===== src/rtl/wdg_pkg.sv =====
package wdg_pkg;

    localparam int unsigned ADDR_W = 16;
    localparam int unsigned DATA_W = 8;
    localparam logic [ADDR_W-1:0] SERVICE_ADDR = 16'hFFFF;

    typedef enum logic {
        RATE_LONG  = 1'b0,
        RATE_SHORT = 1'b1
    } rate_t;

    typedef struct packed {
        logic wr_hit;
        logic rd_hit;
    } bus_hit_t;

    // Ticks of 2^pre_bits cycles needed for a period of 2^to_bits - 2^pre_bits cycles.
    function automatic int unsigned tick_limit(int unsigned to_bits, int unsigned pre_bits);
        return (32'd1 << (to_bits - pre_bits)) - 32'd1;
    endfunction

endpackage


===== src/rtl/wdg_bus_decode.sv =====
module wdg_bus_decode
    import wdg_pkg::*;
(
    input  logic [ADDR_W-1:0] bus_addr,
    input  logic              bus_wr,
    input  logic              bus_rd,
    input  logic [DATA_W-1:0] vec_lo,
    output bus_hit_t          hit,
    output logic [DATA_W-1:0] rd_data
);
    logic at_top;

    always_comb begin
        at_top     = (bus_addr == SERVICE_ADDR);
        hit.wr_hit = at_top && bus_wr;
        hit.rd_hit = at_top && bus_rd;
        rd_data    = hit.rd_hit ? vec_lo : '0;
    end
endmodule


===== src/rtl/wdg_prescaler.sv =====
module wdg_prescaler #(
    parameter int unsigned PRE_BITS = 4
) (
    input  logic clk,
    input  logic rst,
    input  logic hold,
    input  logic clear,
    output logic tick
);
    logic [PRE_BITS-1:0] phase;

    always_ff @(posedge clk) begin
        if (rst || hold || clear) begin
            phase <= '0;
        end else begin
            phase <= phase + 1'b1;
        end
    end

    assign tick = !hold && !clear && (phase == {PRE_BITS{1'b1}});
endmodule


===== src/rtl/wdg_timeout_counter.sv =====
module wdg_timeout_counter
    import wdg_pkg::*;
#(
    parameter int unsigned CNT_W     = 14,
    parameter int unsigned LIM_LONG  = 16383,
    parameter int unsigned LIM_SHORT = 511
) (
    input  logic  clk,
    input  logic  rst,
    input  logic  hold,
    input  logic  restart,
    input  logic  tick,
    input  rate_t rate,
    output logic  expire
);
    localparam logic [CNT_W:0] LIMIT_L = (CNT_W+1)'(LIM_LONG);
    localparam logic [CNT_W:0] LIMIT_S = (CNT_W+1)'(LIM_SHORT);

    logic [CNT_W-1:0] count;
    logic [CNT_W:0]   count_inc;
    logic [CNT_W:0]   limit;

    always_comb begin
        count_inc = {1'b0, count} + 1'b1;
        limit     = (rate == RATE_SHORT) ? LIMIT_S : LIMIT_L;
    end

    always_ff @(posedge clk) begin
        if (rst || hold) begin
            count  <= '0;
            expire <= 1'b0;
        end else begin
            expire <= 1'b0;
            if (restart) begin
                count <= '0;
            end else if (tick) begin
                if (count_inc >= limit) begin
                    count  <= '0;
                    expire <= 1'b1;
                end else begin
                    count <= count_inc[CNT_W-1:0];
                end
            end
        end
    end
endmodule


===== src/rtl/wdg_guard.sv =====
module wdg_guard
    import wdg_pkg::*;
#(
    parameter int unsigned LONG_BITS  = 18,
    parameter int unsigned SHORT_BITS = 13,
    parameter int unsigned PRE_BITS   = 4
) (
    input  logic              clk,
    input  logic              rst,
    input  logic [ADDR_W-1:0] bus_addr,
    input  logic              bus_wr,
    input  logic              bus_rd,
    input  logic              vec_fetch,
    input  logic [DATA_W-1:0] vec_lo,
    input  logic              cfg_off,
    input  logic              cfg_short,
    output logic              rd_hit,
    output logic [DATA_W-1:0] rd_data,
    output logic              rst_req
);
    localparam int unsigned CNT_W     = LONG_BITS - PRE_BITS;
    localparam int unsigned LIM_LONG  = tick_limit(LONG_BITS, PRE_BITS);
    localparam int unsigned LIM_SHORT = tick_limit(SHORT_BITS, PRE_BITS);

    bus_hit_t hit;
    logic     tick;
    rate_t    rate;

    assign rate   = cfg_short ? RATE_SHORT : RATE_LONG;
    assign rd_hit = hit.rd_hit;

    wdg_bus_decode u_dec (
        .bus_addr (bus_addr),
        .bus_wr   (bus_wr),
        .bus_rd   (bus_rd),
        .vec_lo   (vec_lo),
        .hit      (hit),
        .rd_data  (rd_data)
    );

    wdg_prescaler #(.PRE_BITS(PRE_BITS)) u_pre (
        .clk   (clk),
        .rst   (rst),
        .hold  (cfg_off),
        .clear (vec_fetch),
        .tick  (tick)
    );

    wdg_timeout_counter #(
        .CNT_W     (CNT_W),
        .LIM_LONG  (LIM_LONG),
        .LIM_SHORT (LIM_SHORT)
    ) u_cnt (
        .clk     (clk),
        .rst     (rst),
        .hold    (cfg_off),
        .restart (hit.wr_hit),
        .tick    (tick),
        .rate    (rate),
        .expire  (rst_req)
    );
endmodule


===== config.mk =====
export PLATFORM = sky130hd
export DESIGN_NAME = wdg_guard
export DESIGN_NICKNAME = d
export VERILOG_FILES = /design/src/rtl/wdg_pkg.sv /design/src/rtl/wdg_bus_decode.sv /design/src/rtl/wdg_prescaler.sv /design/src/rtl/wdg_timeout_counter.sv /design/src/rtl/wdg_guard.sv
export SDC_FILE = /design/constraint.sdc
export NUM_CORES = 1
export LEC_CHECK = 0
export BUFFER_PORTS_ARGS = -buffer_cell sky130_fd_sc_hd__buf_2
export CAP_MARGIN = 30
export CORE_UTILIZATION = 51
export CTS_BUF_LIST = sky130_fd_sc_hd__clkbuf_16
export DETAILED_ROUTE_END_ITERATION = 7
export PLACE_DENSITY = 0.79
export SKIP_LAST_GASP = 1
export SLEW_MARGIN = 20
export SYNTH_ARGS = -nofsm -noshare
export SYNTH_HDL_FRONTEND = slang
export SYNTH_HIERARCHICAL = 1
export SYNTH_SLANG_ARGS = --single-unit
export TNS_END_PERCENT = 5

===== constraint.sdc =====
create_clock -name clk -period 3.9 [get_ports clk]
set_input_delay 0.195 -clock clk [delete_from_list [all_inputs] [get_ports clk]]
set_output_delay 0.195 -clock clk [all_outputs]
set_load 0.05 [all_outputs]

# [Word level (Yosys, flattened, before mapping)]
# Index checks and enable logic that the tools add are counted.
[totals] wordCells=24 register_bits=19 out_inout_bits=10 input_bits=31
[op_classes] reduce_logical=10 bitwise=1 mux=5 eq_ne=2 n_lt_le_gt_ge=1 n_addsub=2
[ops] cell="$mux 14" n=2
[ops] cell="$eq 16x16->1 const B" n=1
[ops] cell="$add 14x1->15 const B" n=1
[ops] cell="$ge 15x15->1" n=1
[ops] cell="$mux 8" n=1
[ops] cell="$add 4x1->4 const B" n=1
[ops] cell="$eq 4x4->1 const B" n=1
[ops] cell="$logic_and 1x1->1" n=4
[ops] cell="$reduce_or 3->1" n=1
[ops] cell="$logic_not 1->1" n=2
[ops] cell="$logic_or 1x1->1" n=2
[ops] cell="$mux 1" n=2
[ops] cell="$reduce_or 2->1" n=1
[ops] cell="$not 1->1" n=1

# [Depth between registers and ports, before layout]
# Gate-level depths: netlist (run 1).
[depth] word_depth=5 ltp_mapped=12 depth_no_buf=11

# [Cells and area by module]
# The synthesis (run 1) kept the hierarchy.
[modules_own_cells] module="wdg_timeout_counter" cells_each=135 instances=1 seq_area_each_um2=300.3 area_each_um2=1127.3
[modules_own_cells] module="wdg_prescaler" cells_each=15 instances=1 seq_area_each_um2=80.1 area_each_um2=170.2
[modules_own_cells] module="wdg_bus_decode" cells_each=15 instances=1 seq_area_each_um2=0.0 area_each_um2=117.6

# [Worst setup path after synthesis (run 1)]
# Ideal clock, no wire load.
[synth_path] path_kind="register to register" start="register u_cnt.count[0]" end="register u_cnt.count[5]" synth_period_minus_slack_ns=2.999 stages_incl_launch_ff=13 path_slack_ns=0.901 n_path_buf=1 setup_time_ns=0.074 arrival_time_ns=2.925 t_required_ns=3.826 cell_sequence="dfxtp_1 ha_1 nand3_2 nor3_2 nand4_1 xnor2_1 ha_1 and3_1 a221o_1 a31oi_2 buf_2 nand3_1 a31oi_1"
[synth_via] elab_chain_len=3
[synth_rtl] element="start, declared" line_no="wdg_timeout_counter.sv:19" rtl="logic [CNT_W-1:0] count;"
[synth_rtl] element="start signal, assigned" line_no="wdg_timeout_counter.sv:41" rtl="count <= count_inc[CNT_W-1:0];"
[synth_rtl] element="$add 14x1->15 (*)" line_no="wdg_timeout_counter.sv:24" rtl="count_inc = {1'b0, count} + 1'b1;"
[synth_rtl] element="$ge 15x15->1" line_no="wdg_timeout_counter.sv:37" rtl="if (count_inc >= limit) begin"
[synth_rtl] element="$mux 14 (*)" line_no="wdg_timeout_counter.sv:37"
# Every way passes the cells marked *; elsewhere a longest branch is shown, timed or not.
# A chain may end at the register's enable or synchronous reset.

# [Worst setup path after layout (run 1)]
[layout_path] start="register u_cnt.count[0]" end="register u_cnt.count[3]"
# The elaborated chain is that of the path after synthesis.

==> results summary, run 1 <==
In the final design database the tool counted 245 nets. The routed wire length is 3521 µm. The row count came out at 18. The routability-driven placement congestion ratio is 0.8774. The type of destination of the critical path is a flop.

The cell taking the most area after synthesis is sky130_fd_sc_hd__dfxtp_1. VDD sags by at most 0.1931 mV. The worst setup path is launched from a flop. The analysis attributes to cell leakage a power of 0.7554 nW. The number of iterations in the first detailed-routing pass is 4. In this run the cell area of the synthesized design comes to 1415 µm². The worst path in the final design needs a cycle of 3.549 ns, including I/O delays and setup. The initial antenna violation count is 0.

Measured against its own limit, the worst slew margin works out to 70.81%. Max-cap violations in this run came to 0. The TritonCTS clock tree is built. The worst clock skew came out at 0.002455 ns. The number of enable-type register cells in the synthesized netlist came out at 0. The area of placed instances is 1644 µm².

Registers take 380.4 µm². The switching part of the total came out at 20.40%. After synthesis, the most frequently instantiated cells are 19 x sky130_fd_sc_hd__dfxtp_1, 16 x sky130_fd_sc_hd__nand3_1, 11 x sky130_fd_sc_hd__and3_1. The slack of the critical path is 0.3512 ns. The pin count of the biggest net entering global routing is 27. The via count of the first global-routing pass was 1,303.

The antenna violation net count after detailed routing is 0. The worst hold path belongs to the class in -> reg. Timing would allow up to 281.8 MHz. The routed layout has 1,416 vias. The critical path ends at u_cnt/count[3]. STA puts the critical path data required time at 4.07 ns.

After filler insertion, the fill cell instance count of the layout stands at 209. The average wire per cell in the routed design is 14.98 µm. The count of input and output buffers is 40. The net count after synthesis came out at 204. The share of total power dissipated in sequential elements is 44.8%. Global routing consumed, over all layers together, 24.10% of the routing resources. The signed area change from the synthesized netlist to the final layout came out at 21.84%. The count of final hold-check violations came out at 0. Of all nets on the critical path, the largest fanout is 10.

The startpoint identified for the worst register-to-register timing path is u_cnt/count[0]. The number of unique standard cell types used by synthesis is 46. The total core area is 2545 µm². The clock-pin slew on the worst setup and hold paths came out at 0.06 ns. The number of failing setup endpoints in the final timing report came out at 0.

Yosys attributes the largest share of cell area to sky130_fd_sc_hd__dfxtp_1 27%, sky130_fd_sc_hd__ha_1 7.1%, sky130_fd_sc_hd__nand3_1 5.7%. The number of violations reported at the end of detailed-routing iteration 0 came out at 28. The portion of total power attributed to the clock network is 48.7%. The post-synthesis sequential element count came out at 19. Leaving out filler cells and counting taps, the final layout contains 235. The average footprint of a synthesized cell came out at 8.576 µm².

The horizontal extent of the die is 54.68 µm. The final period utilization came out at 91.00%. The actual transition at the worst max-transition pin is 0.4365 ns. CTS built an H-tree with a depth of 1.

The endpoint of the lowest-slack register-to-register path is u_cnt/count[3]. The total number of clock tree sinks came out at 19. The arrival time of the worst setup path is 3.72 ns. The maximum root-to-sink buffer count came out at 2. The path length in cells of the critical path came out at 12. Walking the worst path, the cells encountered are ha_1, nand3_2, nor3_2, nand4_1, xnor2_1, ha_1, and3_1, a221o_1, a31oi_2, buf_4, nand3_1, a31oi_1. The quantity of hold-fixing buffers added after cts came out at 0. The worst slack at placement is 0.4327 ns.

The logic gate share of total power is 6.5%. In the final layout, the multi-input gates occupy 999.7 µm². The die extent in y is 54.68 µm. Setup repair after global routing left no endpoint under its margin. The completed layout was analyzed and its total power is 435.5 µW. The number of max-slew violations in the final report was 0.

The final instance area came out at 1724 µm². The ratio of routed vias to standard cells came out at 6.026. On the critical path the largest part of the delay comes from compound AO/OA/AOI/OAI gates. The largest stage delay on the critical path came out at 0.43 ns.

The die covers 2989 µm². In this run the power spent charging and discharging nets is 88.85 µW. The number of placed instances with taps included came out at 231. During I/O placement, the number of pins put on the boundary was 41. Tracing the worst setup path back leads to its startpoint at u_cnt/count[0]. For this run, the leading register cell type out of synthesis is sky130_fd_sc_hd__dfxtp_1. The internal power summed over all cells is 346.7 µW. The fraction of the yosys area taken by sequential cells is 26.88%. The root buffer cell is sky130_fd_sc_hd__clkbuf_16. The clock buffer count from CTS came out at 3. The post-route worst hold slack came out at 0.1993 ns. The total power per unit cell area is 252.6 nW/µm². The remaining routing DRC violations is 0. The repair_antennas step left the layout with diodes totalling 0.

The share of flip-flops with an asynchronous set or reset came out at 0%. sky130_fd_sc_hd__dfxtp_1 is the most common cell in the netlist. Post-CTS timing repair inserted 0 buffers for setup.

For this run, the number of Yosys warnings is 6. Among the stages of the critical path, the cell type that occurs most often is sky130_fd_sc_hd__ha_1. The share of the core filled with cells in the final layout came out at 67.75%. The insertion delay of the later-clocked pin in the worst-skew pair came out at 0.25 ns. The initial cell density of the core is 55.60%. The cell type of the slowest stage on the worst timing path is sky130_fd_sc_hd__dfxtp_1. Summed over all nets, the half-perimeter wirelength after detailed placement is 2687 µm. The synthesized design devotes to its leading area cell type 26.88% of total area. The number of cells traversed by the worst register-to-register path is 12. The worst setup path is of the reg -> reg kind.

The share of post-route cells with drive strength above 1 is 29.27%. Synthesis produced 165 cells. For this run the aggregate overflow at the end of global routing stands at 0. The slack of the worst reg-to-reg path is 0.35 ns. Counting both buffers and inverters, the worst setup path holds a total of 1. The run finished with clean final reports. The number of cells upsized or downsized after cts came out at 0. The first-pass GRT wire length came out at 5202 µm.

Adding up every negative setup slack in the final design gives 0 ns.
-- cell usage in the layout (no fill, tap or decap), types with 2 or more instances in the layout --
cell type / n
sky130_fd_sc_hd__buf_2: 40
sky130_fd_sc_hd__dfxtp_1: 19
sky130_fd_sc_hd__nand3_1: 16
sky130_fd_sc_hd__and3_1: 11
sky130_fd_sc_hd__nand2_1: 9
sky130_fd_sc_hd__nor2_1: 9
sky130_fd_sc_hd__xnor2_1: 9
sky130_fd_sc_hd__nand2b_1: 8
sky130_fd_sc_hd__ha_1: 8
sky130_fd_sc_hd__a21oi_1: 6
sky130_fd_sc_hd__a31oi_1: 6
sky130_fd_sc_hd__nand4_1: 5
sky130_fd_sc_hd__nor2b_1: 4
sky130_fd_sc_hd__nor3_1: 4
sky130_fd_sc_hd__clkbuf_16: 3
sky130_fd_sc_hd__and4_1: 3
sky130_fd_sc_hd__a21o_1: 3
sky130_fd_sc_hd__o21ai_0: 3
sky130_fd_sc_hd__buf_4: 3
sky130_fd_sc_hd__nor4_1: 3
sky130_fd_sc_hd__xor2_1: 2
sky130_fd_sc_hd__nor3_2: 2
sky130_fd_sc_hd__a21boi_0: 2
sky130_fd_sc_hd__nand4b_1: 2
sky130_fd_sc_hd__nand3b_1: 2
sky130_fd_sc_hd__and2_2: 2
-- sequential cells by signal, summed over array words and instances (netlist names) --
name	cells
u_pre/phase	4
u_cnt/count	14
u_cnt/expire	1
-- area by class of cell --
class | count | share of cell area (%)
Clock buffer | 3 | 4.354
Inverter | 1 | 0.2177
Sequential cell | 19 | 22.06
Clock inverter | 1 | 0.2903
Timing Repair Buffer | 43 | 12.92
Tap cell | 30 | 2.177
Multi-Input combinational cell | 138 | 57.98
-- worst reg2reg max path, stage by stage, from the launching register on --
cell	delay, ns
sky130_fd_sc_hd__dfxtp_1	0.43
sky130_fd_sc_hd__ha_1	0.34
sky130_fd_sc_hd__nand3_2	0.17
sky130_fd_sc_hd__nor3_2	0.29
sky130_fd_sc_hd__nand4_1	0.23
sky130_fd_sc_hd__xnor2_1	0.22
sky130_fd_sc_hd__ha_1	0.28
sky130_fd_sc_hd__and3_1	0.20
sky130_fd_sc_hd__a221o_1	0.40
sky130_fd_sc_hd__a31oi_2	0.40
sky130_fd_sc_hd__buf_4	0.26
sky130_fd_sc_hd__nand3_1	0.09
sky130_fd_sc_hd__a31oi_1	0.18
-- worst min-delay path by stage --
stage | start | end | slack (ns) | cells after the start
after detailed placement | u_pre/phase[0] | u_pre/phase[0] | 0.45 | 1
after floorplan | vec_fetch | u_pre/phase[0] | 0.27 | 1
after CTS | rst | u_pre/phase[2] | 0.20 | 2
after global placement | u_pre/phase[0] | u_pre/phase[0] | 0.45 | 1
after global routing | vec_fetch | u_pre/phase[0] | 0.20 | 2
final | rst | u_pre/phase[2] | 0.20 | 2
-- power groups by stage --
stage / Sequential [mW] / Clock (mW) / Combinational (mW)
global route: 0.195 / 0.222 / 0.0307
finish: 0.195 / 0.212 / 0.0282
floorplan: 0.199 / 0 / 0.00853
global placement: 0.199 / 0 / 0.0263
detailed placement: 0.199 / 0 / 0.0284
CTS: 0.195 / 0.216 / 0.0284
-- cells by family (layout without fill, tap and decap cells) --
| family | count (synthesis) | count (layout) | share of synthesized area, % |
|---|---|---|---|
| adder cells (fa/ha/maj) | 8 | 8 | 7.074 |
| AND/OR/NAND/NOR | 90 | 90 | 39.88 |
| flip-flops | 19 | 19 | 26.88 |
| multiplexers | 1 | 1 | 0.7957 |
| XOR/XNOR | 11 | 11 | 6.809 |
| buffers and inverters | 8 | 48 | 2.829 |
| AO/OA/AOI/OAI | 28 | 28 | 15.74 |
-- routing by layer --
metal	global-route usage (%)	wire length (µm)	vias to the layer above
met3	5.278	238	6
met5	0	0	-
li1	-	-	703
met2	44.78	1808	64
met4	11.97	44	0
met1	24.88	1429	643
Note: power is estimated with default switching activity, not from simulation.
==> run 2: changes to the inputs <==
--- a/config.mk
+++ b/config.mk
@@ -7,10 +7,9 @@
 export LEC_CHECK = 0
 export BUFFER_PORTS_ARGS = -buffer_cell sky130_fd_sc_hd__buf_2
 export CAP_MARGIN = 30
-export CORE_UTILIZATION = 51
+export CORE_UTILIZATION = 40
 export CTS_BUF_LIST = sky130_fd_sc_hd__clkbuf_16
 export DETAILED_ROUTE_END_ITERATION = 7
-export PLACE_DENSITY = 0.79
 export SKIP_LAST_GASP = 1
 export SLEW_MARGIN = 20
 export SYNTH_ARGS = -nofsm -noshare
==> results summary, run 2 (synthesis results as in run 1) <==
The largest registers in the layout are u_cnt/count x14, u_pre/phase x4, u_cnt/expire x1. The worst path buffer plus inverter count came out at 1 (unchanged). The maximum root-to-sink buffer count came out at 2 (unchanged).

The total power per unit cell area came to 247.7 nW/µm² (-1.9%). The largest stage delay on the critical path is 0.42 ns (about the same). Among the stages of the critical path, the cell type that occurs most often is sky130_fd_sc_hd__ha_1.

The total core area came to 3363 µm² (+32%). The number of max-capacitance violations reported is 0 (unchanged). The cell type of the slowest stage on the worst timing path is sky130_fd_sc_hd__dfxtp_1.

The vias after detailed routing is 1,370 (-3.2%). The level count of the clock H-tree was 1 (unchanged). The required time at the worst-slack endpoint came out at 4.10 ns (+0.03 ns). The post-route worst hold slack is 0.1978 ns (-0.001508 ns).

The flow ran to the end, and the final reports show no timing, DRC or antenna violations. The count of pins on the block boundary is 41 (unchanged). The total die area is 3780 µm² (+26%). The number of failing setup endpoints in the final timing report is 0 (unchanged). The minimum clock period after layout came out at 3.472 ns (-0.07637 ns). The number of flip-flops under the largest register name came to 14 (unchanged). The count of fill cells added during filler insertion is 335 (+60%). The final-stage net count is 246 (+0.41%). The number of iterations in the first detailed-routing pass is 4 (unchanged). The root buffer cell is sky130_fd_sc_hd__clkbuf_16. The library cells used most frequently in the layout, excluding fill and tap cells, are 40 x sky130_fd_sc_hd__buf_2, 19 x sky130_fd_sc_hd__dfxtp_1, 16 x sky130_fd_sc_hd__nand3_1. The clock-pin slew on the worst setup and hold paths came out at 0.06 ns (about the same). The count of final hold-check violations came to 0 (unchanged). The insertion delay of the later-clocked pin in the worst-skew pair came out at 0.25 ns (about the same). The via count of the first global-routing pass came to 1,139 (-13%). The setup total negative slack came out at 0 ns (unchanged). The worst setup path is captured at a flop. The number of cells upsized or downsized after cts is 0 (unchanged).

The total number of clock tree sinks is 19 (unchanged). The worst clock skew is 0.004198 ns (+0.001744 ns). The signal on the critical path passes through ha_1, nand3_2, nor3_2, nand4_1, xnor2_1, ha_1, and3_1, a221o_1, a31oi_2, buf_4, nor4bb_1, o21ba_1. The horizontal extent of the die is 61.48 µm (+12%). The initial antenna violation count is 0 (unchanged). The row count is 21 (+3). The arrival time of the worst setup path is 3.67 ns (-0.05 ns). The dominant delay contributor by cell family on the critical path is simple AND/OR/NAND/NOR gates.

u_cnt/count holds more flip-flops than any other register. The length of routed wiring on met1 is 1507 µm (+5.5%). Routed signal wires occupy layers up through met4. The post-detailed-placement half-perimeter wirelength is 2585 µm (-3.8%). The total power consumption of the routed design came to 433.7 µW (-0.43%). The routed wire length is 3230 µm (-8.3%).

Leaving out fill and tap cells, the most frequent cell in the layout is sky130_fd_sc_hd__buf_2. The number of buffers added for setup after CTS is 0 (unchanged). The antenna violation net count after detailed routing is 0 (unchanged). Setup repair after global routing left no endpoint under its margin. The path class of the tightest hold or removal check is in -> reg. The remaining routing DRC violations is 0 (unchanged). The final instance area is 1750 µm² (+1.5%).

The signed area change from the synthesized netlist to the final layout is 23.70%. The setup path with the least slack is of type reg -> reg. The share of post-route cells with drive strength above 1 came to 29.13% (-0.14 points). The number of max-slew violations in the final report came out at 0 (unchanged). The pin count of the biggest net entering global routing is 18 (-33%). The clock buffer count from CTS came to 3 (unchanged). The normalized max-slew margin is 61.32% (-9.5 points). The actual transition at the worst max-transition pin came out at 0.5771 ns (+0.1406 ns). The worst setup path is launched from a flop. The number of violations reported at the end of detailed-routing iteration 0 is 91 (+230%). The leakage component of the power is 0.7610 nW (+0.74%). The total inserted antenna cells is 0 (unchanged). The worst ir drop on vdd came out at 0.1573 mV (-19%). The met3 wire length came out at 73 µm (-69%).

The area of placed instances is 1672 µm² (+1.7%). The die extent in y is 61.48 µm (+12%). The average wire per cell in the routed design was 12.82 µm (-14%). The largest fanout on the critical path is 9 (-1).

The ratio of routed vias to standard cells was 5.437 (-9.8%). The maximum frequency from static timing analysis is 288.0 MHz (+2.2%). The routability-driven placement congestion ratio came to 0.8543 (-2.6%). The quantity of hold-fixing buffers added after cts is 0 (unchanged). The count of input and output buffers came to 40 (unchanged). The total global-route track usage came out at 18.02% (-6.1 points). The residual overflow from global routing came out at 0 (unchanged). TritonCTS built the clock tree. The routed length on met2 came out at 1571 µm (-13%). The initial cell density of the core came out at 42.08% (-14 points). The first-pass GRT wire length is 4961 µm (-4.6%). The final period utilization is 89.04% (-2.0 points).
run 2: worst paths after layout:
| path | slack, ns | startpoint | depth (start not counted) | endpoint |
|---|---|---|---|---|
| max | 0.43 | u_cnt/count[0] | 12 | u_cnt/count[10] |
| min | 0.20 | rst | 2 | u_pre/phase[2] |
| max reg2reg | 0.43 | u_cnt/count[0] | 12 | u_cnt/count[10] |
| min reg2reg | 0.46 | u_pre/phase[0] | 1 | u_pre/phase[0] |
run 2: cell type report:
class	instances	area (µm²)	share of cell area, %
clock inverters	1	3.754	0.2144
clock buffers	3	75.07	4.289
repair buffers	44	230.2	13.15
well taps	46	57.56	3.288
flip-flops and latches	19	380.4	21.73
inverters	1	3.754	0.2144
multi-input cells	138	999.7	57.11
run 2: layer usage:
layer / vias up / GRT usage [%]
met5: - / 0
met4: 0 / 8.254
met3: 8 / 4.832
met2: 20 / 28.26
met1: 634 / 23.01
li1: 708 / -
run 2: report_power, final:
| group | internal, mW | leakage [nW] | switching (mW) |
|---|---|---|---|
| Clock | 0.136 | 0.0423 | 0.0745 |
| Combinational | 0.0144 | 0.566 | 0.0132 |
| Sequential | 0.195 | 0.153 | 0.000368 |
run 2: stage by stage:
stage          utilization, %  std cells  setup WS, ns
2_1_floorplan               -        165        0.9010
3_3_place_gp            49.70        248        0.6278
3_5_place_dp            49.70        248        0.4674
4_1_cts                 52.05        252        0.4412
5_1_grt                 52.05        252        0.2126
6_report                52.05        252        0.4275
==> run 3: changes to the inputs <==
--- a/config.mk
+++ b/config.mk
@@ -5,6 +5,7 @@
 export SDC_FILE = /design/constraint.sdc
 export NUM_CORES = 1
 export LEC_CHECK = 0
+export ABC_AREA = 1
 export BUFFER_PORTS_ARGS = -buffer_cell sky130_fd_sc_hd__buf_2
 export CAP_MARGIN = 30
 export CORE_UTILIZATION = 40
==> results summary, run 3 <==
The die extent in y is 62.42 µm (+1.5%). The total inserted antenna cells is 0 (unchanged). The post-detailed-placement half-perimeter wirelength is 2522 µm (-2.5%). The residual overflow from global routing came to 0 (unchanged).

Sorting the synthesized cells by area gives the leading types as sky130_fd_sc_hd__dfxtp_1 26%, sky130_fd_sc_hd__nand2_1 16%, sky130_fd_sc_hd__inv_1 8.2%. The total power per unit cell area came out at 240.5 nW/µm² (-2.9%). The number of violations reported at the end of detailed-routing iteration 0 is 66 (-27%). The setup total negative slack came out at 0 ns (unchanged). The actual transition at the worst max-transition pin is 0.6988 ns (+0.1217 ns). The final-stage net count came out at 317 (+29%). The length of routed wiring on met1 is 1669 µm (+11%). The number of synthesis warnings came to 6 (unchanged). The fraction of the yosys area taken by sequential cells is 26.05% (-0.83 points). The count of final hold-check violations is 0 (unchanged). The worst clock skew is 0.002523 ns (-0.001675 ns).

The largest stage delay on the critical path is 0.44 ns (+0.02 ns). The total power consumption of the routed design is 430.3 µW (-0.76%). Of all cell types, the one taking the most synthesized area is sky130_fd_sc_hd__dfxtp_1. The library cell with the highest instance count after synthesis is sky130_fd_sc_hd__nand2_1. The largest registers in the layout are u_cnt/count x14, u_pre/phase x4, u_cnt/expire x1. The row count is 21 (unchanged). The routed length on met2 came out at 1410 µm (-10%). The average footprint of a synthesized cell came out at 6.213 µm² (-28%). The number of unique standard cell types used by synthesis is 27 (-41%).

The routed wire length is 3262 µm (+0.99%). The total number of clock tree sinks is 19 (unchanged). The total core area came out at 3416 µm² (+1.6%). The worst hold path terminates at u_pre/phase[3]. The horizontal extent of the die came to 62.42 µm (+1.5%). The required time at the worst-slack endpoint is 4.07 ns (-0.03 ns). The endpoint identified for the worst register-to-register timing path is u_cnt/count[7]. The cell area after synthesis came out at 1460 µm² (+3.2%). The number of flip-flops under the largest register name came out at 14 (unchanged). The insertion delay of the later-clocked pin in the worst-skew pair is 0.25 ns (about the same).

The worst hold-check path type is in -> reg. The largest fanout on the critical path came out at 10 (+1). The via count of the first global-routing pass came out at 1,407 (+24%). The clock-pin slew on the worst setup and hold paths is 0.05 ns (about the same). The share of the core filled with cells in the final layout came out at 52.38% (+0.33 points). The worst ir drop on vdd is 0.2631 mV (+67%). The initial cell density of the core is 42.75% (+0.67 points). The final period utilization is 72.12% (-17 points). The worst slack at placement came out at 1.136 ns (+0.6686 ns).

The type of destination of the critical path is a flop. The clock buffer count from CTS came out at 3 (unchanged). The count of input and output buffers is 40 (unchanged). The total die area is 3896 µm² (+3.1%).

The worst setup path is of the reg -> reg kind. The slack of the worst reg-to-reg path was 1.09 ns (+0.66 ns). The number of placed instances with taps included came out at 319 (+29%). The run finished with clean final reports. The signal on the critical path passes through ha_1, nand3_2, inv_2, nand3b_1, xor2_1, inv_1, ha_1, nand2_1, inv_1, o21ai_0, nand3_1, nor2_2, nand3_1, a21oi_1. The post-synthesis sequential element count is 19 (unchanged). The signed area change from the synthesized netlist to the final layout came out at 22.54%. The register with the most flip-flops in the final layout is u_cnt/count. The number of cells traversed by the worst register-to-register path is 14 (+2). The count of pins on the block boundary is 41 (unchanged). The final cell count without fillers came out at 323 (+28%). The normalized max-slew margin was 53.06% (-8.3 points). The initial antenna violation count came to 0 (unchanged). The share of post-route cells with drive strength above 1 came to 23.47% (-5.7 points). The maximum frequency from static timing analysis came out at 355.5 MHz (+23%). The number of max-capacitance violations reported is 0 (unchanged).

The root buffer cell is sky130_fd_sc_hd__clkbuf_16. The vias after detailed routing came out at 1,554 (+13%). The remaining routing DRC violations was 0 (unchanged). The net count after synthesis came out at 274 (+34%). The TritonCTS clock tree is built.

The number of iterations in the first detailed-routing pass was 5 (+1). The leakage component of the power was 0.8925 nW (+17%). The total global-route track usage came out at 18.41% (+0.39 points). The number of failing setup endpoints in the final timing report came out at 0 (unchanged). The hold-critical path depth is 4 (+2). The post-synthesis instance total is 235 (+42%). The slack of the critical path came to 1.087 ns (+0.6598 ns). The top flip-flop cell by instance count after synthesis is sky130_fd_sc_hd__dfxtp_1.

The first-pass GRT wire length is 5858 µm (+18%). The arrival time of the worst setup path is 2.98 ns (-0.69 ns). The minimum clock period after layout is 2.813 ns (-0.6598 ns). The share of flip-flops with an asynchronous set or reset came out at 0% (unchanged). The routability-driven placement congestion ratio came out at 0.8531 (-0.14%). The number of enable-type register cells in the synthesized netlist is 0 (unchanged). The ratio of routed vias to standard cells is 4.811 (-12%). The area of placed instances is 1710 µm² (+2.3%).

In the layout the commonest cells are 61 x sky130_fd_sc_hd__nand2_1, 40 x sky130_fd_sc_hd__buf_2, 33 x sky130_fd_sc_hd__inv_1. The number of max-slew violations in the final report came out at 0 (unchanged). The final instance area is 1789 µm² (+2.2%). The met3 wire length was 161 µm (+120%). The pin count of the biggest net entering global routing is 23 (+5). The post-route worst hold slack was 0.2328 ns (+0.03499 ns).

The number of buffers added for setup after CTS came to 0 (unchanged). The proportion of netlist area held by the largest area contributor was 26.05% (-0.83 points). Setup repair after global routing left no endpoint under its margin. The quantity of hold-fixing buffers added after cts came out at 0 (unchanged). The number of cells upsized or downsized after cts is 0 (unchanged).

The maximum root-to-sink buffer count came out at 2 (unchanged). The level count of the clock H-tree is 1 (unchanged). In the synthesized netlist, the cells that appear most often are 61 x sky130_fd_sc_hd__nand2_1, 32 x sky130_fd_sc_hd__inv_1, 32 x sky130_fd_sc_hd__nor2_1.

STA classifies the critical path startpoint as a flop. The antenna violation net count after detailed routing came out at 0 (unchanged). The largest individual stage delay along the critical path comes from the cell sky130_fd_sc_hd__dfxtp_1. The detailed router used layers up to and including met4.

The critical register-to-register path startpoint is u_cnt/count[0]. The average wire per cell in the routed design came out at 10.10 µm (-21%). The library cell used most frequently in the layout, excluding fill and tap cells, is sky130_fd_sc_hd__nand2_1.

The launch instance of the worst min-delay path is rst.
==> run 3: layout make-up <==
type	instances	area, µm²
Clock buffer	3	75.07
Clock inverter	1	3.754
Fill cell	366	1627
Inverter	36	135.1
Multi-Input combinational cell	177	929.6
Sequential cell	19	380.4
Tap cell	46	57.56
Timing Repair Buffer	41	207.7
==> run 3: where the power goes <==
group          internal (mW)  switching (mW)
Combinational         0.0152          0.0145
Clock                  0.136          0.0693
Sequential             0.195        0.000381
Total                  0.346          0.0842
==> run 3: how the worst max path moves through the flow <==
stage | cells after the start | startpoint | slack (ns) | to
floorplan | 15 | u_cnt/count[0] | 1.55 | u_cnt/expire
global placement | 14 | u_cnt/count[0] | 1.18 | u_cnt/count[4]
detailed placement | 14 | u_cnt/count[0] | 1.14 | u_cnt/count[1]
CTS | 14 | u_cnt/count[0] | 1.09 | u_cnt/count[1]
global route | 14 | u_cnt/count[0] | 0.75 | u_cnt/count[10]
finish | 14 | u_cnt/count[0] | 1.09 | u_cnt/count[7]
==> run 3: logic make-up (layout without fill, tap and decap cells) <==
kind of cell | Yosys count | count (layout) | share of synthesized area [%]
buf+inv | 39 | 81 | 10.28
fa+ha+maj | 8 | 8 | 6.855
compound gates | 28 | 28 | 10.71
simple gates | 137 | 137 | 43.70
flops | 19 | 19 | 26.05
xor+xnor | 4 | 4 | 2.399
==> run 3: worst max-delay path, delay by kind of cell, from the launching register on <==
| kind | cells | cell delay, ns |
|---|---|---|
| AND/OR/NAND/NOR | 6 | 1.02 |
| adder cells (fa/ha/maj) | 2 | 0.55 |
| flip-flops | 1 | 0.44 |
| AO/OA/AOI/OAI | 2 | 0.30 |
| buffers and inverters | 3 | 0.23 |
| XOR/XNOR | 1 | 0.20 |
==> run 3: layer usage <==
layer,up-vias,global-route usage (%)
met5,-,0
met4,0,6.105
met3,2,3.832
met2,44,30.71
met1,680,23.48
li1,828,-
